`config.mk`:
```
export PLATFORM = sky130hd
export DESIGN_NAME = shbit_unit
export DESIGN_NICKNAME = d
export VERILOG_FILES = /design/src/rtl/shbit_pkg.sv /design/src/rtl/shbit_shift_core.sv /design/src/rtl/shbit_flag_update.sv /design/src/rtl/shbit_bit_core.sv /design/src/rtl/shbit_unit.sv
export SDC_FILE = /design/constraint.sdc
export NUM_CORES = 1
export LEC_CHECK = 0
export BUFFER_PORTS_ARGS = -buffer_cell sky130_fd_sc_hd__buf_2
export CAP_MARGIN = 20
export CORE_ASPECT_RATIO = 0.9
export CORE_MARGIN = 5
export CORE_UTILIZATION = 45
export CTS_CLUSTER_DIAMETER = 60
export CTS_CLUSTER_SIZE = 16
export DETAILED_ROUTE_END_ITERATION = 10
export HOLD_SLACK_MARGIN = 0.1
export PLACE_DENSITY = 0.69
export SLEW_MARGIN = 30
export SYNTH_ARGS = -nofsm -noshare
export SYNTH_HDL_FRONTEND = slang
export SYNTH_HIERARCHICAL = 1
export SYNTH_SLANG_ARGS = --single-unit
```
`constraint.sdc`:
```
create_clock -name clk -period 4.25 [get_ports clk]
set_input_delay 0.6375 -clock clk [delete_from_list [all_inputs] [get_ports clk]]
set_output_delay 0.6375 -clock clk [all_outputs]
set_load 0.01 [all_outputs]
```
`src/rtl/shbit_pkg.sv`:
```
package shbit_pkg;
  typedef enum logic [3:0] {
    OP_NOP  = 4'd0,
    OP_LSL  = 4'd1,
    OP_LSR  = 4'd2,
    OP_ROL  = 4'd3,
    OP_ROR  = 4'd4,
    OP_ASR  = 4'd5,
    OP_SWAP = 4'd6,
    OP_BST  = 4'd7,
    OP_BLD  = 4'd8,
    OP_FSET = 4'd9,
    OP_FCLR = 4'd10
  } shop_e;

  localparam int FL_C = 0;
  localparam int FL_Z = 1;
  localparam int FL_N = 2;
  localparam int FL_V = 3;
  localparam int FL_S = 4;
  localparam int FL_H = 5;
  localparam int FL_T = 6;
  localparam int FL_I = 7;
  localparam int SREG_W = 8;
endpackage

```
`src/rtl/shbit_shift_core.sv`:
```
module shbit_shift_core
  import shbit_pkg::*;
#(
  parameter int W = 8
) (
  input  logic [3:0]   op,
  input  logic [W-1:0] a,
  input  logic         c_in,
  output logic [W-1:0] res,
  output logic         c_out,
  output logic         h_out,
  output logic         h_touch,
  output logic         sh_act,
  output logic         sw_act
);
  localparam int HALF = W / 2;
  localparam int HB   = 3;

  function automatic logic [W-1:0] f_left(input logic [W-1:0] v, input logic fill);
    return {v[W-2:0], fill};
  endfunction

  function automatic logic [W-1:0] f_right(input logic [W-1:0] v, input logic fill);
    return {fill, v[W-1:1]};
  endfunction

  function automatic logic [W-1:0] f_swap(input logic [W-1:0] v);
    return {v[HALF-1:0], v[W-1:HALF]};
  endfunction

  always_comb begin
    res     = a;
    c_out   = c_in;
    h_out   = 1'b0;
    h_touch = 1'b0;
    sh_act  = 1'b0;
    sw_act  = 1'b0;
    case (op)
      OP_LSL: begin
        res = f_left(a, 1'b0); c_out = a[W-1];
        h_out = a[HB]; h_touch = 1'b1; sh_act = 1'b1;
      end
      OP_ROL: begin
        res = f_left(a, c_in); c_out = a[W-1];
        h_out = a[HB]; h_touch = 1'b1; sh_act = 1'b1;
      end
      OP_LSR: begin
        res = f_right(a, 1'b0); c_out = a[0]; sh_act = 1'b1;
      end
      OP_ROR: begin
        res = f_right(a, c_in); c_out = a[0]; sh_act = 1'b1;
      end
      OP_ASR: begin
        res = f_right(a, a[W-1]); c_out = a[0]; sh_act = 1'b1;
      end
      OP_SWAP: begin
        res = f_swap(a); sw_act = 1'b1;
      end
      default: ;
    endcase
  end
endmodule

```
`src/rtl/shbit_flag_update.sv`:
```
module shbit_flag_update
  import shbit_pkg::*;
#(
  parameter int W = 8
) (
  input  logic [SREG_W-1:0] sreg_in,
  input  logic [W-1:0]      res,
  input  logic              c_new,
  input  logic              h_new,
  input  logic              h_touch,
  output logic [SREG_W-1:0] sreg_new
);
  logic n_new, v_new, z_new;

  always_comb begin
    n_new = res[W-1];
    z_new = (res == '0);
    v_new = n_new ^ c_new;
    sreg_new       = sreg_in;
    sreg_new[FL_C] = c_new;
    sreg_new[FL_Z] = z_new;
    sreg_new[FL_N] = n_new;
    sreg_new[FL_V] = v_new;
    sreg_new[FL_S] = n_new ^ v_new;
    if (h_touch) sreg_new[FL_H] = h_new;
  end
endmodule

```
`src/rtl/shbit_bit_core.sv`:
```
module shbit_bit_core
  import shbit_pkg::*;
#(
  parameter int W     = 8,
  parameter int IDX_W = $clog2(W)
) (
  input  logic [3:0]        op,
  input  logic [W-1:0]      a,
  input  logic [IDX_W-1:0]  idx,
  input  logic [SREG_W-1:0] sreg_in,
  output logic [W-1:0]      res,
  output logic [SREG_W-1:0] sreg_new,
  output logic              wr,
  output logic              act
);
  always_comb begin
    res      = a;
    sreg_new = sreg_in;
    wr       = 1'b0;
    act      = 1'b1;
    case (op)
      OP_BST:  sreg_new[FL_T] = a[idx];
      OP_BLD:  begin res[idx] = sreg_in[FL_T]; wr = 1'b1; end
      OP_FSET: sreg_new[idx[2:0]] = 1'b1;
      OP_FCLR: sreg_new[idx[2:0]] = 1'b0;
      default: act = 1'b0;
    endcase
  end
endmodule

```
`src/rtl/shbit_unit.sv`:
```
module shbit_unit
  import shbit_pkg::*;
#(
  parameter int W = 8,
  localparam int IDX_W = $clog2(W)
) (
  input  logic              clk,
  input  logic              rst_n,
  input  logic [3:0]        op_sel,
  input  logic [IDX_W-1:0]  bit_idx,
  input  logic [W-1:0]      operand,
  input  logic [SREG_W-1:0] sreg_in,
  output logic [W-1:0]      result,
  output logic              res_we,
  output logic [SREG_W-1:0] sreg_out
);
  logic [W-1:0]      sh_res, bt_res, nx_res;
  logic              sh_c, sh_h, sh_htouch, sh_act, sw_act;
  logic              bt_wr, bt_act, nx_we;
  logic [SREG_W-1:0] sh_sreg, bt_sreg, nx_sreg;

  shbit_shift_core #(.W(W)) u_shift (
    .op(op_sel), .a(operand), .c_in(sreg_in[FL_C]),
    .res(sh_res), .c_out(sh_c), .h_out(sh_h), .h_touch(sh_htouch),
    .sh_act(sh_act), .sw_act(sw_act)
  );

  shbit_flag_update #(.W(W)) u_flags (
    .sreg_in(sreg_in), .res(sh_res), .c_new(sh_c), .h_new(sh_h),
    .h_touch(sh_htouch), .sreg_new(sh_sreg)
  );

  shbit_bit_core #(.W(W)) u_bits (
    .op(op_sel), .a(operand), .idx(bit_idx), .sreg_in(sreg_in),
    .res(bt_res), .sreg_new(bt_sreg), .wr(bt_wr), .act(bt_act)
  );

  always_comb begin
    if (sh_act) begin
      nx_res = sh_res; nx_we = 1'b1; nx_sreg = sh_sreg;
    end else if (sw_act) begin
      nx_res = sh_res; nx_we = 1'b1; nx_sreg = sreg_in;
    end else if (bt_act) begin
      nx_res = bt_res; nx_we = bt_wr; nx_sreg = bt_sreg;
    end else begin
      nx_res = operand; nx_we = 1'b0; nx_sreg = sreg_in;
    end
  end

  always_ff @(posedge clk) begin
    if (!rst_n) begin
      result   <= '0;
      res_we   <= 1'b0;
      sreg_out <= '0;
    end else begin
      result   <= nx_res;
      res_we   <= nx_we;
      sreg_out <= nx_sreg;
    end
  end

  assert_swap_flags_R6: assert property (@(posedge clk) disable iff (!rst_n)
    ($past(op_sel) == OP_SWAP) |-> (sreg_out == $past(sreg_in)));

  assert_right_keeps_h_R2: assert property (@(posedge clk) disable iff (!rst_n)
    ($past(op_sel) inside {OP_LSR, OP_ROR, OP_ASR}) |-> (sreg_out[FL_H] == $past(sreg_in[FL_H])));

  assert_shift_vs_R5: assert property (@(posedge clk) disable iff (!rst_n)
    ($past(op_sel) inside {OP_LSL, OP_LSR, OP_ROL, OP_ROR, OP_ASR}) |->
      ((sreg_out[FL_V] == (sreg_out[FL_N] ^ sreg_out[FL_C])) &&
       (sreg_out[FL_S] == (sreg_out[FL_N] ^ sreg_out[FL_V])) &&
       (sreg_out[FL_N] == result[W-1])));

  assert_flag_single_R9: assert property (@(posedge clk) disable iff (!rst_n)
    ($past(op_sel) inside {OP_FSET, OP_FCLR}) |-> ($countones(sreg_out ^ $past(sreg_in)) <= 1));

  assert_no_write_R10: assert property (@(posedge clk) disable iff (!rst_n)
    ($past(op_sel) inside {OP_NOP, OP_BST, OP_FSET, OP_FCLR}) |-> !res_we);

  assert_rol_carry_in_R3: assert property (@(posedge clk) disable iff (!rst_n)
    ($past(op_sel) == OP_ROL) |-> (result[0] == $past(sreg_in[FL_C])));
endmodule

```
Word level (Yosys, flattened, before mapping)
Index checks and enable logic that the tools add are counted.

Input port bits: 25. Output and inout port bits: 17. Logic and storage cells: 53. Flip-flop bits (word level): 17.

Multiplexer cells: 27. Eq/ne operators: 10. Bitwise gates (word level): 5. Magnitude comparators: 2. Reductions and logical operators: 6.

Operators by type and width (count): two-way mux 8 bit (7); one-hot mux 8 bit (6 select lines) (1); equality test 4 x 3 -> 1 bit (second input constant) (4); equality test 4 bit (second input constant) (3); two-way mux 1 bit (12); one-hot mux 6 bit (2 select lines) (1); bitwise AND 8 bit (1); bitwise mux 8 bit (1); equality test 4 x 2 -> 1 bit (second input constant) (2); logical NOT 8 bit (1); NOT 8 bit (1); OR 8 bit (1); OR reduction 5 bit (1); equality test 4 x 1 -> 1 bit (second input constant) (1); < comparator 3 x 4 -> 1 bit (second input constant) (1); one-hot mux 1 bit (2 select lines) (2); OR reduction 4 bit (1); binary-select mux 1 bit (select 3 bit) (1); demux 1 bit (select 3 bit) (1); greater-or-equal comparator 3 x 1 -> 1 bit (second input constant) (1); one-hot mux 1 bit (3 select lines) (1); OR reduction 3 bit (1); OR reduction 2 bit (1); XOR 1 bit (2); logical AND 1 bit (1).

Longest topological paths before layout
Depth after elaboration: 10. Mapped depth: 10. Mapped depth without buffers: 7.

Modules after synthesis
The synthesis kept the hierarchy.

Modules (own cells, without submodules): shbit_unit (area an instance 724.4 um2, instances 1, cells an instance 75, seq. area each 340.3 um2); shbit_bit_core (area an instance 427.9 um2, instances 1, cells an instance 64, seq. area each 0.0 um2); shbit_shift_core (area an instance 421.7 um2, instances 1, cells an instance 55, seq. area each 0.0 um2); shbit_flag_update (area an instance 87.6 um2, instances 1, cells an instance 12, seq. area each 0.0 um2).

Worst setup path before layout
No wires, ideal clock.

Path kind: input port to flip-flop. Start: input op_sel[2]. End: register sreg_out[1]. Buffers on the path: 2. Slack: 1730 ps. Data required time: 4180 ps. Stages: 9. Arrival: 2450 ps. Library setup time: 70 ps. Cells stage by stage: buf_6 -> and2_4 -> a211o_4 -> a221o_1 -> or4_1 -> nor2_1 -> buf_4 -> o21ai_0 -> a21oi_1.

Elaborated cells between the ends (all ways): 21. Those cells by class: 10 x eq/ne; 8 x mux; 3 x reduce/logical.

RTL lines: start, declared (line shbit_unit.sv:9) `input logic [3:0] op_sel,`; equality test 4 x 3 -> 1 bit (tied with other cells) (line shbit_shift_core.sv:38) `case (op)`; one-hot mux 8 bit (6 select lines) (*) (line shbit_shift_core.sv:38); via sh_res[6] (line shbit_unit.sv:17) `logic [W-1:0] sh_res, bt_res, nx_res;`; logical NOT 8 bit (*) (line shbit_flag_update.sv:17) `z_new = (res == '0);`; via u_flags.z_new (line shbit_flag_update.sv:13) `logic n_new, v_new, z_new;`; two-way mux 8 bit (*) (line shbit_unit.sv:39) `if (sh_act) begin`; end signal, assigned (line shbit_unit.sv:58) `sreg_out <= nx_sreg;`; end, declared (line shbit_unit.sv:15) `output logic [SREG_W-1:0] sreg_out`.

Mark *: on every way through the listed nets, which the timed path passes. The rest lies on a longest branch. A chain may end at the register's enable or synchronous reset.

Worst setup path after layout
Start: input op_sel[0]. End: register sreg_out[1].

Elaborated cells between the ends (all ways): 21. Those cells by class: 10 x eq/ne; 8 x mux; 3 x reduce/logical.

RTL lines: equality test 4 x 3 -> 1 bit (tied with other cells) (line shbit_shift_core.sv:38); one-hot mux 8 bit (6 select lines) (*) (line shbit_shift_core.sv:38); via sh_res[1] (line shbit_unit.sv:17); logical NOT 8 bit (*) (line shbit_flag_update.sv:17); via sh_sreg[1] (line shbit_unit.sv:20) `logic [SREG_W-1:0] sh_sreg, bt_sreg, nx_sreg;`; two-way mux 8 bit (*) (line shbit_unit.sv:39).

Marks and branches as above.

==> results_dict.tcl <==
set metrics [dict create \
    cts_setup_buffers 0 \
    ant_nets 0 \
    crit_fanout 28 \
    p_leak_nw 0.712 \
    first_global_vias 1466 \
    postCtsHoldBufs 0 \
    ys.flop_type "dfxtp_1" \
    routed_wl_um 4320 \
    fin_crit_ns 2.53 \
    place.gp.congestion 0.877 \
    ir_drop_mv 0.0999 \
    die-area_um2 5010 \
    synthAdderAreaFrac_pct 0 \
    final_max_slew_viol_count 0 \
    cts_made_buffers 3 \
    slew_headroom_pct 63.1 \
    maxCapViolations 0 \
    h-tree-depth 1 \
    synth_seq_area_share_pct 20.5 \
    cts_buffer_depth 2 \
    grt-busiest-layer "met1" \
    ys_warn_count 6 \
    mostFrequentLayoutCell "buf_2" \
    grt_pass1_wl_um 6980 \
    p_per_area_nw_per_um2 252 \
    hold_class "in2reg" \
    drt-initial-drc-count 223 \
    worst_slew_pin_slew_ns 0.553 \
    muxShareOfSynthArea_pct 13.6 \
    synth-edff-count 0 \
    hold_depth 3 \
    syn_nets 231 \
    synth_seq_cells 17 \
    synth-simple-area-share_pct 20.7 \
    synth_area_um2 1660 \
    rsz0062_at_grt "no" \
    floorplan.initialDensity_pct 45.5 \
    clk_pin_slew_ns 0.07 \
    status "finished clean" \
    post_route_cells_drive_above_1_share_pct 24.6 \
    ctsResizeCount 0 \
    met2_usage_pct 25.9 \
    worstSetupPathType "in2reg" \
    setup_total_negative_slack_ns 0 \
    grt_util_all_layers_pct 17.6 \
    end_kind "flip-flop" \
    clockRootBuffer "clkbuf_8" \
    instances_no_fill 274 \
    cp_data_required_time_ns 4.44 \
    die_y_um 67.6 \
    chipWidth_um 74.1 \
    synth_xor_area_share_pct 0.527 \
    grt_max_degree 29 \
    start_kind "primary input" \
    diodes 0 \
    firstDrtPassIters 7 \
    cp_data_arrival_time_ns 2.72 \
    synth_top_family_by_area "compound AO/OA/AOI/OAI gates" \
    setup_viol 0 \
    grt_util_met1_pct 26.2 \
    layout_common_cells "buf_2, o21ai_0, a21oi_1" \
    viasPerCell 6.23 \
    num_rows 21 \
    cts_tree "yes" \
    layout.nets 254 \
    port_buffers 41 \
    synth-compound-area-share_pct 33.4 \
    dp_cells 270 \
    grt-ovfl-total 0 \
    wl_per_cell_um 15.8 \
    grt_antenna_before_repair 0 \
    fin_crit_sh_pct 59.5 \
    core-area_um2 3650 \
    max_freq_ghz 0.395 \
    ioPinCount 42 \
    clkSinkCount 17 \
    drcViolationCount 0 \
    grt_use_met3_pct 1.93 \
    area_growth_pct 9.41 \
    hold_violations 0 \
    synth_cell_types 50 \
    synth.avg_cell_area_um2 8.07 \
    power_mw 0.459 \
    syn_inst 206 \
    num_vias 1707 \
    async_flop_share_pct 0 \
    dp_hpwl_um 3110 \
    fillers 367 \
]
[kinds of logic after synthesis]
logic type	after synthesis
AOI/OAI and AO/OA	90
buffers and inverters	31
and+or+nand+nor	46
xor gates and xnor gates	1
muxes	21
DFF	17
[metal layers]
metal | share of wire [%] | wire length [um]
met5 | 0 | 0
met4 | 1.5 | 66
met3 | 10 | 438
met2 | 42 | 1800
met1 | 47 | 2010
[worst max-delay path, stage by stage]
cell and delay, ns:
buf_2 0.34, nor3_1 0.16, a211o_4 0.37, a221o_1 0.37, or4_1 0.53, nor2_1 0.10
o21ai_0 0.08, a21oi_1 0.12
[path summary, 6_finish.rpt]
| check | endpoint | start | slack, ns |
|---|---|---|---|
| min | sreg_out[7]$_SDFF_PN0_ | sreg_in[7] | 0.69 |
| max | sreg_out[1]$_SDFF_PN0_ | op_sel[0] | 1.72 |
[synth_stat cells, types with 2 or more instances]
library cell  number  area [um2]
nor2_1             3        11.3
nor3b_1            2        15.0
clkbuf_1           5        18.8
a21oi_1           22         110
or3_1              2        12.5
nor4b_1            2        17.5
nand2b_1           2        12.5
and2_1             2        12.5
buf_2              6        30.0
nand3b_1          10        75.1
nand4b_1           7        61.3
buf_4              7        52.6
or3b_2             3        26.3
o21ai_0           39         195
dfxtp_1           17         340
mux2i_1           18         180
buf_6              5        56.3
inv_1              6        22.5
or4_1              2        15.0
a221o_1            7        70.1
o31ai_1            8        60.1
a31oi_1            2        12.5
mux2_2             2        22.5
[state kept, by name, indices dropped and copies added, names as in the netlist]
signal	count
res_we	1
result	8
sreg_out	8
[stage by stage]
step	util [%]	setup WS, ns	cell area, um2	hold slack, ns
4_1_cts	49.7	1.76	1820	0.684
6_report	49.8	1.72	1820	0.693
2_1_floorplan	-	1.73	1660	0.776
3_5_place_dp	48.4	1.49	1770	0.944
5_1_grt	49.8	1.61	1820	0.704
3_3_place_gp	48.4	1.55	1770	0.942
[report_power, final]
part | internal, mW | switching, mW
clock | 0.0650 | 0.0555
sequential | 0.175 | 0.00310
combinational | 0.0663 | 0.0938
total | 0.307 | 0.152
[cell type report]
cell class / count / area [um2] / area share (%)
Sequential cell: 17 / 340 / 18.7
Multi-Input combinational cell: 158 / 1130 / 62.4
Timing Repair Buffer: 42 / 213 / 11.7
Inverter: 7 / 26.3 / 1.45
Clock inverter: 1 / 5.00 / 0.275
Tap cell: 46 / 57.6 / 3.17
Clock buffer: 3 / 41.3 / 2.27
Note: power is estimated with default switching activity, not from simulation.
